## src/rtl/lane_width_neg.sv

```systemverilog
module lane_width_neg #(
  parameter int LANES = 8,
  localparam int WW = $clog2(LANES) + 1,
  localparam int LW = $clog2(LANES)
) (
  input  logic             clk,
  input  logic             rst_n,
  input  logic [LANES-1:0] lane_ok,
  input  logic [WW-1:0]    max_width,
  input  logic             retrain,
  input  logic [1:0]       partner_resp,
  input  logic [WW-1:0]    partner_width,
  output logic             prop_valid,
  output logic [WW-1:0]    cfg_width,
  output logic             cfg_reversed,
  output logic [LW-1:0]    cfg_first_lane,
  output logic             restart_detect,
  output logic             link_up,
  output logic [WW-1:0]    neg_width
);

  typedef enum logic [1:0] {ST_DETECT, ST_PROPOSE, ST_LINKED, ST_DOWN} st_t;

  localparam logic [1:0] RESP_ACC  = 2'd1;
  localparam logic [1:0] RESP_CTR  = 2'd2;
  localparam logic [1:0] RESP_FAIL = 2'd3;

  st_t st;
  logic rev_block;
  int cap, nrm, rev;
  logic ctr_ok, use_rev;
  logic [LANES-1:0] m;

  always_comb begin
    cap = 0;
    nrm = 0;
    rev = 0;
    ctr_ok = 1'b0;
    m = '0;
    for (int w = 1; w <= LANES; w = w * 2)
      if (w <= int'(max_width)) cap = w;
    for (int w = 1; w <= LANES; w = w * 2) begin
      m = LANES'((1 << w) - 1);
      if (w <= cap) begin
        if ((lane_ok & m) == m) nrm = w;
        if ((lane_ok & (m << (cap - w))) == (m << (cap - w))) rev = w;
        if (w == int'(partner_width) && (lane_ok & m) == m) ctr_ok = 1'b1;
      end
    end
  end

  assign use_rev = !rev_block && (rev > nrm);

  always_ff @(posedge clk) begin
    if (!rst_n) begin
      st             <= ST_DETECT;
      rev_block      <= 1'b0;
      cfg_width      <= '0;
      cfg_reversed   <= 1'b0;
      cfg_first_lane <= '0;
      neg_width      <= '0;
    end else if (retrain) begin
      st        <= ST_DETECT;
      rev_block <= 1'b0;
      neg_width <= '0;
    end else begin
      case (st)
        ST_DETECT: begin
          if (use_rev) begin
            cfg_width      <= WW'(rev);
            cfg_reversed   <= 1'b1;
            cfg_first_lane <= LW'(cap - rev);
            st             <= ST_PROPOSE;
          end else begin
            cfg_width      <= WW'(nrm);
            cfg_reversed   <= 1'b0;
            cfg_first_lane <= '0;
            st             <= (nrm != 0) ? ST_PROPOSE : ST_DOWN;
          end
        end
        ST_PROPOSE: begin
          case (partner_resp)
            RESP_ACC: begin
              st        <= ST_LINKED;
              neg_width <= cfg_width;
              rev_block <= 1'b0;
            end
            RESP_CTR: if (ctr_ok) begin
              st             <= ST_LINKED;
              cfg_width      <= partner_width;
              cfg_reversed   <= 1'b0;
              cfg_first_lane <= '0;
              neg_width      <= partner_width;
              rev_block      <= 1'b0;
            end
            RESP_FAIL: begin
              st        <= ST_DETECT;
              rev_block <= 1'b1;
            end
            default: ;
          endcase
        end
        default: ;
      endcase
    end
  end

  assign prop_valid     = (st == ST_PROPOSE);
  assign restart_detect = (st == ST_DETECT);
  assign link_up        = (st == ST_LINKED);


  accept_forms_chk: assert property (@(posedge clk) disable iff (!rst_n)
    (prop_valid && partner_resp == RESP_ACC && !retrain) |=> (link_up && neg_width == $past(cfg_width)));


  fail_restart_chk: assert property (@(posedge clk) disable iff (!rst_n)
    (prop_valid && partner_resp == RESP_FAIL && !retrain) |=> (restart_detect && rev_block));


  no_rev_when_blocked_chk: assert property (@(posedge clk) disable iff (!rst_n)
    (prop_valid && cfg_reversed) |-> !rev_block);


  retrain_clears_chk: assert property (@(posedge clk) disable iff (!rst_n)
    retrain |=> (restart_detect && !link_up && neg_width == '0 && !rev_block));


  width_pow2_chk: assert property (@(posedge clk) disable iff (!rst_n)
    link_up |-> ($onehot(neg_width) && neg_width == cfg_width));

endmodule

```

## config.mk

```make
export PLATFORM = sky130hd
export DESIGN_NAME = lane_width_neg
export DESIGN_NICKNAME = d
export VERILOG_FILES = /design/src/rtl/lane_width_neg.sv
export SDC_FILE = /design/constraint.sdc
export NUM_CORES = 1
export LEC_CHECK = 0
export ABC_AREA = 1
export CAP_MARGIN = 20
export CELL_PAD_IN_SITES_DETAIL_PLACEMENT = 1
export CELL_PAD_IN_SITES_GLOBAL_PLACEMENT = 1
export CORE_MARGIN = 2
export CORE_UTILIZATION = 36
export CTS_CLUSTER_DIAMETER = 150
export DETAILED_ROUTE_END_ITERATION = 10
export PLACE_DENSITY_LB_ADDON = 0.1
export SYNTH_ARGS = -nofsm -noshare
export SYNTH_HDL_FRONTEND = slang
export SYNTH_SLANG_ARGS = --single-unit
```

## constraint.sdc

```tcl
create_clock -name clk -period 6.3 [get_ports clk]
set_input_delay 0.63 -clock clk [delete_from_list [all_inputs] [get_ports clk]]
set_output_delay 0.63 -clock clk [all_outputs]
set_load 0.005 [all_outputs]
```

==> summary.md, run 1 <==
| Metric | Value |
|---|---|
| P&R area growth vs syn | 30.23% |
| Post-cts sizing count | 0 |
| Final ANT Viol Nets | 0 |
| Type of the worst setup path | input port to flop |
| Clk buf depth | 2 |
| Initial antenna violation count | 0 |
| Clock skew | 0.002928 ns |
| Post-detail-place hpwl | 3927 um |
| Vias in the first global route | 1,704 |
| CTS Sinks | 15 |
| Syn Nets | just under 300 |
| Clock root cell | clkbuf_8 |
| DR pass1 iterations | 4 |
| LEAKAGE | about 0.94 nW |
| Critical Path Max Stage Delay | 0.56 ns |
| Combinational share of power | 41.1% |
| Most frequent CP cell | nand2_1 |
| Rows | 23 |
| Hold WC Path Type | flop to flop |
| Share of cells above drive strength 1 | slightly above 5% |
| Relative slew slack | between 50% and 60% |
| Post-detailed-route DRC marker count | 0 |
| Hold_buf cts | 0 |
| Critical Path Fanout Max | 7 |
| #FFs+latches synth | 15 |
| Wire per inst | around 13 um |
| Netlist Area Pre-Place | about 1500 um2 |
| Net Sw Power | roughly 0.11 mW |
| Fill count | approximately 570 |
| Cell Pwr Density | 161.4 nW/um2 |
| RSZ-0062 raised after global routing | false |
| Ant. Diodes | 0 |
| Post-Syn Instances | ~260 |
| First-pass GRT wire length | between 7000 and 8000 um |
| Die area | 4681 um2 |
| Core Area | roughly 4000 um2 |
| CTS Buf Count | 3 |
| Final Hold Viols | 0 |
| Fin nets | between 300 and 400 |
| Final Cell Area | about 1900 um2 |
| Die X | 68.42 um |
| Final min period | 4.104 ns |
| CP Capture Type | flop |
| Sw Ratio | 36.14% |
| Status | finished, final reports clean |
| Startpoint class of the critical path | input port |
| Initial Util | between 30% and 40% |
| GRT Residual Overflow | 0 |
| Die height | ~70 um |
| Initial detailed-routing violation count | between 60 and 70 |
| VDD IR-drop max | around 0.11 mV |
| Worst-margin pin slew | slightly above 0.7 ns |
| Worst EP required | 6.48 ns |
| Total Wirelength | between 4000 and 5000 um |
| Total negative slack | 0 ns |
| Max-slew violation count | 0 |
| Largest net degree at the start of global routing | 12 |
| Pint | between 0.2 and 0.25 mW |
| Final Total Pwr | between 0.3 and 0.4 mW |
| Vias per cell | 4.896 |
| Max Cap Viol | 0 |
| CTS tree | built |
| H-tree levels | 1 |
| Fin crit share | roughly 65% |
| Final setup viols | 0 |
| Share of total power in sequential cells | around a third |
| Cell variety after synth | 24 |
| Yosys warns | 0 |
| Sequential-to-total area share from yosys stat | between 20% and 30% |
| Number of post-CTS setup repair buffers | 0 |
| Tot GR Track Use | around 22% |
| Syn Area/Cell | 5.768 um2 |
| Max Clk Rate | approximately 240 MHz |
| Seq. cell area | 300.3 um2 |
| Worst path arrival time | around 4.3 ns |
| I/O Buffers | 35 |
| Footprint of the multi-input gates | slightly below 1000 um2 |
| IO Pins | 36 |
| Reg clk slew, reported paths | roughly 0.06 ns |
| GP Congestion | approximately 0.83 |
| Vias | 1,699 |
| Crit-path cells | clkdlybuf4s50_1, nor2_1, inv_1, ha_1, ha_1, nand2_1, o21ai_0, nor2_1, nand2_1, inv_1, ha_1, inv_1, nor2_1, a21oi_1, nand2_1, nor4_1, nand2_1, a21oi_1 |
| DP Area | 1899 um2 |
| Clock network fraction of total power | 24.8% |
| Slowest CP cell | clkdlybuf4s50_1 |
| Clock latency on the worst-skew pair | around 0.25 ns |
logic make-up (layout without fill, tap and decap cells):
logic type	count (synthesis)	count (layout)	share of synthesized area (%)
simple gates	138	138	40.37
buf+inv	55	93	14.07
xor+xnor	2	2	1.173
fa+ha+maj	12	12	10.55
compound gates	37	37	13.74
flops	15	15	20.10
registers in the layout, indices dropped and copies added, names as in the netlist:
signal and cells:
neg_width 4, rev_block 1, cfg_first_lane 3, st 2, cfg_width 4, cfg_reversed 1
cells in the final DEF (no fill, tap or decap):
| master | synthesis | layout |
|---|---|---|
| clkbuf_8 | 0 | 3 |
| inv_2 | 1 | 1 |
| nand3_2 | 1 | 1 |
| clkdlybuf4s50_1 | 0 | 35 |
| xnor2_1 | 1 | 1 |
| nand2_2 | 2 | 2 |
| nor4_1 | 1 | 1 |
| nand4_1 | 9 | 9 |
| o21ai_0 | 12 | 12 |
| o22ai_1 | 2 | 2 |
| inv_1 | 53 | 53 |
| nand3_1 | 17 | 17 |
| o21ai_2 | 1 | 1 |
| a21oi_4 | 1 | 1 |
| nand2_1 | 62 | 62 |
| nor2_1 | 41 | 41 |
| a21oi_1 | 20 | 20 |
| clkinv_2 | 0 | 1 |
| o21bai_1 | 1 | 1 |
| nand2_4 | 2 | 2 |
| xor2_1 | 1 | 1 |
| dfxtp_1 | 15 | 15 |
| fa_1 | 1 | 1 |
| nor2_4 | 1 | 1 |
| ha_1 | 11 | 11 |
| nor2_2 | 2 | 2 |
worst paths after layout:
check,cells past startpoint,start,end,slack [ns]
max,18,max_width[3],cfg_first_lane[1],2.20
min,2,neg_width[1],neg_width[1],0.47
min reg2reg,2,neg_width[1],neg_width[1],0.47
max reg2reg,8,st[0],st[1],4.16
through the flow:
| stage | instances | setup slack (ns) | util, % | hold slack [ns] |
|---|---|---|---|---|
| after CTS | 347 | 2.163 | 48.64 | 0.4693 |
| after floorplan | 259 | 3.096 | - | 0.4401 |
| after global routing | 347 | 1.708 | 48.64 | 0.4975 |
| final | 347 | 2.196 | 48.64 | 0.4655 |
| after detailed placement | 343 | 1.917 | 47.48 | 0.4592 |
| after global placement | 343 | 2.076 | 47.48 | 0.4524 |
metal layers:
layer | share of wire [%] | global-route usage [%]
met2 | 46 | 36.42
met5 | 0 | 0
met3 | 2.5 | 3.618
met4 | 0.40 | 2.500
met1 | 51 | 31.12
Yosys cell counts:
cell      number  share of area, %
nor4_1         1              0.42
nand3_1       17               5.7
dfxtp_1       15                20
nand2_1       62                16
nor2_4         1              0.75
a21oi_1       20               6.7
fa_1           1               1.3
o21bai_1       1              0.50
ha_1          11               9.2
o22ai_1        2              0.84
buf_4          1              0.50
inv_2          1              0.25
nand2_2        2              0.84
a21oi_4        1               1.1
nand3_2        1              0.67
o21ai_2        1              0.59
o21ai_0       12               4.0
xor2_1         1              0.59
nor2_1        41                10
inv_1         53                13
nand2_4        2               1.5
nand4_1        9               3.8
nor2_2         2              0.84
xnor2_1        1              0.59
cell type report:
cell class	count	area share [%]
clock inverter	1	0.2572
clock buffer	3	2.122
multi-input combinational	189	50.55
inverter	54	10.42
sequential	15	15.43
tap	50	3.215
timing repair buffer	35	18.01
critical path, delay by kind of cell:
| kind | cells | cell delay [ns] |
|---|---|---|
| AND/OR/NAND/NOR | 8 | 1.37 |
| AO/OA/AOI/OAI | 3 | 0.52 |
| buffers and inverters | 4 | 0.90 |
| adder cells (fa/ha/maj) | 3 | 0.84 |
power groups by stage:
stage	combinational, mW	sequential [mW]	clock [mW]
finish	0.129	0.107	0.0780
global route	0.149	0.108	0.0851
CTS	0.130	0.107	0.0829
detailed placement	0.129	0.109	0
global placement	0.127	0.109	0
floorplan	0.0762	0.109	0
Power figures use the tool's default switching activity.
==> run 2, diff against run 1 <==
--- a/config.mk
+++ b/config.mk
@@ -10,7 +10,7 @@
 export CELL_PAD_IN_SITES_DETAIL_PLACEMENT = 1
 export CELL_PAD_IN_SITES_GLOBAL_PLACEMENT = 1
 export CORE_MARGIN = 2
-export CORE_UTILIZATION = 36
+export CORE_UTILIZATION = 30
 export CTS_CLUSTER_DIAMETER = 150
 export DETAILED_ROUTE_END_ITERATION = 10
 export PLACE_DENSITY_LB_ADDON = 0.1
==> constraint.sdc (replaced) <==
create_clock -name clk -period 3.35 [get_ports clk]
set_input_delay 0.335 -clock clk [delete_from_list [all_inputs] [get_ports clk]]
set_output_delay 0.335 -clock clk [all_outputs]
set_load 0.005 [all_outputs]
==> run 2 against run 1 <==
Clock skew fell by 0.0017 ns; hold slack hardly changed; register-to-register slack worse by 2.6 ns; critical path depth grew 1; routed wire length up 11%; core utilization fell by 3.1 points; total power is 100% higher; first-iteration DRC count is 39% lower; setup slack got worse by 1.8 ns; sequential cell count stayed put; critical path type unchanged; highest routed layer unchanged.
==> summary.md, run 2 (synthesized netlist as in run 1, its figures left out) <==
| Metric | Value |
|---|---|
| Status | finished, final reports clean |
| Worst Hold Launch | neg_width[1] |
| Wire per inst | 13.11 um (+0.48%) |
| Worst EP required | 3.53 ns (-2.95 ns) |
| Met3 wire length | 121 um (+6.1%) |
| Final setup viols | 0 (unchanged) |
| Number of post-CTS setup repair buffers | 0 (unchanged) |
| First-pass GRT wire length | 8321 um (+6.2%) |
| Crit. Startpoint | max_width[1] |
| CTS Sinks | 15 (unchanged) |
| LEAKAGE | 1.061 nW (+13%) |
| Post-detailed-route DRC marker count | 0 (unchanged) |
| Worst path arrival time | 3.13 ns (-1.15 ns) |
| Rows | 25 (+8.7%) |
| Largest net degree at the start of global routing | 11 (-1) |
| M1 wire length | 2222 um (-3.2%) |
| Combinational share of power | 44.3% (+3.2 points) |
| CP endpoint | cfg_first_lane[2] |
| Clock network fraction of total power | 23.6% (-1.2 points) |
| GP Congestion | 0.8612 (+3.7%) |
| CTS tree | built |
| Most common cell after layout, fill and taps aside | nand2_1 |
| Total negative slack | 0 ns (unchanged) |
| R2r startpoint | st[0] |
| Final ANT Viol Nets | 0 (unchanged) |
| Initial detailed-routing violation count | 38 (-39%) |
| Tot GR Track Use | 19.43% (-2.7 points) |
| Worst-margin pin slew | 0.4992 ns (-0.2203 ns) |
| Type of the worst setup path | input port to flop |
| Clk buf depth | 2 (unchanged) |
| Relative slew slack | 66.37% (+15 points) |
| I/O Buffers | 35 (unchanged) |
| H-tree levels | 1 (unchanged) |
| Biggest regs | cfg_width x4, neg_width x4, cfg_first_lane x3 |
| DR pass1 iterations | 4 (unchanged) |
| Startpoint class of the critical path | input port |
| Total Wirelength | 5035 um (+11%) |
| Final Cell Area | 2165 um2 (+11%) |
| Net Sw Power | 0.2262 mW (+99%) |
| Reg-to-reg endpoint | neg_width[2] |
| DR top layer | met4 |
| Share of total power in sequential cells | 32.1% (-2.0 points) |
| Fin nets | 351 (+6.0%) |
| Final Hold Viols | 0 (unchanged) |
| Vias | 1,790 (+5.4%) |
| GRT Residual Overflow | 0 (unchanged) |
| CTS Buf Count | 3 (unchanged) |
| Clock latency on the worst-skew pair | 0.25 ns (about the same) |
| Reg2Reg Depth | 9 (+1) |
| Die area | 5560 um2 (+19%) |
| VDD IR-drop max | 0.1398 mV (+32%) |
| Most frequent cells in the layout | nand2_1, inv_1, nor2_1 |
| P&R area growth vs syn | 44.89% |
| Initial antenna violation count | 0 (unchanged) |
| Ant. Diodes | 0 (unchanged) |
| Max Clk Rate | approximately 340 MHz |
| IO Pins | 36 (unchanged) |
| Max Cap Viol | 0 (unchanged) |
| Flop-to-flop setup slack | 1.54 ns (-2.62 ns) |
| Max-slew violation count | 0 (unchanged) |
| Critical Path Fanout Max | 5 (-2) |
| Post-detail-place hpwl | 4317 um (+9.9%) |
| Vias in the first global route | 1,849 (+8.5%) |
| Reg clk slew, reported paths | 0.06 ns (about the same) |
| RSZ-0062 raised after global routing | false |
| Initial Util | 31.42% (-5.9 points) |
| Clock skew | 0.001236 ns (-0.001692 ns) |
| Die X | 74.57 um (+9.0%) |
| DP Area | 2071 um2 (+9.0%) |
| Cell Pwr Density | 291.2 nW/um2 (+80%) |
| Vias per cell | 4.661 (-4.8%) |
| Fin crit share | about nine tenths |
| Final min period | approximately 3 ns |
| CP Capture Type | flop |
| Pint | 0.4041 mW (+100%) |
| Share of cells above drive strength 1 | 13.25% (+8.2 points) |
| Hold WC Path Type | flop to flop |
| Clock root cell | clkbuf_8 |
| Sw Ratio | 35.89% (-0.25 points) |
| Die height | 74.57 um (+9.0%) |
| Core Area | 4755 um2 (+19%) |
| Met2 WL | 2604 um (+24%) |
run 2: worst min-delay path by stage:
stage / to / slack [ns] / cells after the start
2_1_floorplan: rev_block / 0.44 / 2
3_3_place_gp: neg_width[1] / 0.45 / 2
3_5_place_dp: cfg_first_lane[1] / 0.46 / 2
4_1_cts: cfg_first_lane[1] / 0.47 / 2
5_1_grt: neg_width[1] / 0.50 / 2
6_report: neg_width[1] / 0.46 / 2
run 2: metal layers:
metal	GRT usage [%]	vias to the layer above
li1	-	933
met1	22.61	827
met2	36.97	24
met3	3.252	6
met4	4.167	0
met5	0	-
run 2: repair_timing:
item / 4_1_cts / 5_1_grt
resized for setup: 0 / 10
hold buffers: 0 / 0
setup endpoints to repair: 0 / 8
run 2: power by group through the flow:
stage          logic, mW  registers, mW  clock network, mW
6_report           0.279          0.202              0.149
5_1_grt            0.317          0.204              0.164
4_1_cts            0.272          0.202              0.156
3_3_place_gp       0.265          0.205                  0
2_1_floorplan      0.143          0.204                  0
3_5_place_dp       0.269          0.206                  0
run 2: critical path, stage by stage:
cell	delay, ns
clkdlybuf4s50_1	0.53
nand2_2	0.13
ha_1	0.22
ha_1	0.27
nand2_1	0.05
o21ai_0	0.15
nor2_1	0.07
nand2_1	0.09
inv_1	0.06
ha_1	0.27
inv_1	0.04
nor2_1	0.07
o21ai_0	0.07
nand2_1	0.13
nand2_2	0.11
nor4_4	0.18
buf_4	0.17
nand2_1	0.05
a21oi_1	0.13
run 2: stage by stage:
stage / util (%) / hold slack [ns] / power, mW / cells / worst slack (ns)
final: 45.53 / 0.4650 / 0.6303 / 384 / 0.4007
after global routing: 45.53 / 0.4993 / 0.6861 / 384 / 0.08060
after CTS: 44.53 / 0.4691 / 0.6289 / 384 / 0.02768
after detailed placement: 43.55 / 0.4566 / 0.4747 / 380 / -0.1930
after global placement: 43.55 / 0.4520 / 0.4707 / 380 / -0.1718
after floorplan: - / 0.4401 / 0.3474 / 259 / 0.4408
run 2: area by class of cell:
| type | count | area [um2] |
|---|---|---|
| clock buffer | 3 | 41.29 |
| multi-input combinational | 189 | 1026 |
| clock inverter | 1 | 5.005 |
| inverter | 54 | 202.7 |
| fill | 660 | 2590 |
| timing repair buffer | 55 | 505.5 |
| tap | 67 | 83.83 |
| sequential | 15 | 300.3 |
==> run 3, diff against run 2 <==
==> constraint.sdc (replaced) <==
create_clock -name clk -period 2.6 [get_ports clk]
set_input_delay 0.26 -clock clk [delete_from_list [all_inputs] [get_ports clk]]
set_output_delay 0.26 -clock clk [all_outputs]
set_load 0.005 [all_outputs]
==> run 3 against run 2 <==
The flow now finishes with violations (negative setup slack); sequential share of layout area down 2.3 points; hold slack better by 0.0034 ns; largest cell class unchanged; via count up 11%; clock skew up 0.0098 ns; total power up 48%; critical path depth up 1; first-iteration DRC count up 84%.
==> summary.md, run 3 (synthesized netlist as in run 1, its figures left out) <==
| Metric | Value |
|---|---|
| Status | complete, but fails checks |
| Failing checks | negative setup slack |
| P&R area growth vs syn | 73.95% |
| Worst-margin pin slew | 0.4640 ns (-0.03521 ns) |
| Clock latency on the worst-skew pair | 0.25 ns (about the same) |
| Max Cap Viol | 0 (unchanged) |
| Worst hold stages | 2 (unchanged) |
| Hold_buf cts | 0 (unchanged) |
| Die height | 74.57 um (unchanged) |
| Final ANT Viol Nets | 0 (unchanged) |
| LEAKAGE | 1.232 nW (+16%) |
| Util after Layout | 54.66% (+9.1 points) |
| I/O Buffers | 35 (unchanged) |
| Reg clk slew, reported paths | 0.07 ns (about the same) |
| IO Pins | 36 (unchanged) |
| Rows | 25 (unchanged) |
| Post-detail-place hpwl | 4389 um (+1.7%) |
| Core Area | 4755 um2 (unchanged) |
| Tot GR Track Use | 20.72% (+1.3 points) |
| CP Capture Type | flop |
| Max-slew violation count | 0 (unchanged) |
| Vias per cell | 4.746 (+1.8%) |
| Most frequent cells in the layout | nand2_1, buf_4, inv_1 |
| Hold WC Path Type | flop to flop |
| Die area | 5560 um2 (unchanged) |
| Final Cell Area | 2599 um2 (+20%) |
| H-tree levels | 1 (unchanged) |
| Cell Pwr Density | 357.8 nW/um2 (+23%) |
| Final Total Pwr | 0.9299 mW (+48%) |
| Worst path arrival time | 2.86 ns (-0.27 ns) |
| Clock skew | 0.01105 ns (+0.009817 ns) |
| Vias in the first global route | 1,890 (+2.2%) |
| CTS Sinks | 15 (unchanged) |
| Initial antenna violation count | 0 (unchanged) |
| Clk buf depth | 2 (unchanged) |
| Crit. Startpoint | max_width[0] |
| Final Hold Viols | 0 (unchanged) |
| Die X | 74.57 um (unchanged) |
| GP Congestion | 0.8564 (-0.56%) |
| Fin crit share | 102.9% |
| Non-filler instance count after layout | 417 (+8.6%) |
| Worst EP required | 2.79 ns (-0.74 ns) |
| Share of cells above drive strength 1 | 33.43% (+20 points) |
| Post-detailed-route DRC marker count | 0 (unchanged) |
| CTS Buf Count | 3 (unchanged) |
| Total negative slack | -0.1371 ns (-0.1371 ns) |
| Vias | 1,979 (+11%) |
| Worst Slack Setup Final | -0.07454 ns (-0.4752 ns) |
| Type of the worst setup path | input port to flop |
| Final min period | 2.675 ns |
| Relative slew slack | 68.95% (+2.6 points) |
| Initial detailed-routing violation count | 70 (+84%) |
| Reg2Reg Depth | 9 (unchanged) |
| WHS Endpoint | cfg_first_lane[1] |
| CTS tree | built |
| Total Wirelength | 6367 um (+26%) |
| Ant. Diodes | 0 (unchanged) |
| Placed cell count | 401 (+5.5%) |
| First-pass GRT wire length | 8797 um (+5.7%) |
| VDD IR-drop max | 0.3027 mV (+120%) |
| Final setup viols | 4 (+4) |
| Setup WS pre-CTS | -0.7988 ns (-0.6058 ns) |
| Initial Util | 31.42% (unchanged) |
| Largest net degree at the start of global routing | 12 (+1) |
| Hold_ws | 0.4684 ns (+0.003428 ns) |
| DR pass1 iterations | 4 (unchanged) |
| Worst Hold Launch | cfg_first_lane[1] |
| Max Clk Rate | 373.9 MHz |
| GRT Residual Overflow | 0 (unchanged) |
| DP Area | 2258 um2 (+9.1%) |
| R2r startpoint | st[0] |
| Clock root cell | clkbuf_8 |
| Wire per inst | 15.27 um (+16%) |
| Critical Path Fanout Max | 3 (-2) |
| Fin nets | 384 (+9.4%) |
| Flop-to-flop setup slack | 0.83 ns (-0.71 ns) |
| Biggest regs | cfg_width x4, neg_width x4, cfg_first_lane x3 |
| Startpoint class of the critical path | input port |
| Reg-to-reg endpoint | neg_width[2] |
run 3: cell count changes in the layout (fill, tap and decap cells not counted), sizes merged:
cell and change:
buf +35, clkbuf +1, clkdlybuf4s15 +1, dlygate4sd2 +3, clkinv -1, dlymetal6s2s -2
clkdlybuf4s50 -4
run 3: worst max-delay path by stage:
stage / end / slack (ns) / cells past startpoint
2_1_floorplan: cfg_width[1] / 0.004 / 20
3_3_place_gp: st[1] / -0.80 / 21
3_5_place_dp: st[1] / -0.80 / 21
4_1_cts: cfg_first_lane[0] / 0.02 / 19
5_1_grt: st[1] / -0.20 / 20
6_report: st[1] / -0.07 / 20
run 3: layout make-up:
cell class              instances  area [um2]
well taps                      67       83.83
clock buffers                   4       45.04
multi-input cells             189        1206
fillers                       641        2156
repair buffers                 88       755.7
inverters                      54       207.7
flip-flops and latches         15       300.3
run 3: worst max-delay path, stage by stage:
cell and delay, ns:
dlygate4sd2_1 0.21, inv_2 0.05, nor2_4 0.14, nand2_4 0.09, inv_1 0.10, ha_1 0.20, a21oi_1 0.10, nand2_1 0.12
nand2_1 0.09, o21bai_2 0.21, inv_2 0.08, ha_4 0.13, nor2_2 0.04, o21ai_1 0.18, nand2_1 0.14, a21oi_2 0.24
nand3_1 0.17, nand2_1 0.10, nand3_1 0.08, a21oi_1 0.12
run 3: repair_timing:
item,4_1_cts,5_1_grt
pin swaps,22,22
resized for setup,37,40
buffers inserted,6,7
hold endpoints to repair,0,0
endpoints found under the setup margin,8,8
run 3: power breakdown:
group,switching (mW),internal (mW),leakage (nW)
combinational,0.248,0.226,1.09
sequential,0.0138,0.247,0.122
clock,0.0864,0.109,0.0228
total,0.348,0.581,1.23
run 3: per-layer routing:
metal  wire length (um)  share of wire (%)  vias to the layer above  track usage, %
met5                  0                  0                        -               0
met4                146                2.3                        0           1.786
met3                205                3.2                       12           3.252
met2               3021                 47                       44           33.14
met1               2994                 47                      921           30.58
li1                   -                  -                     1002               -
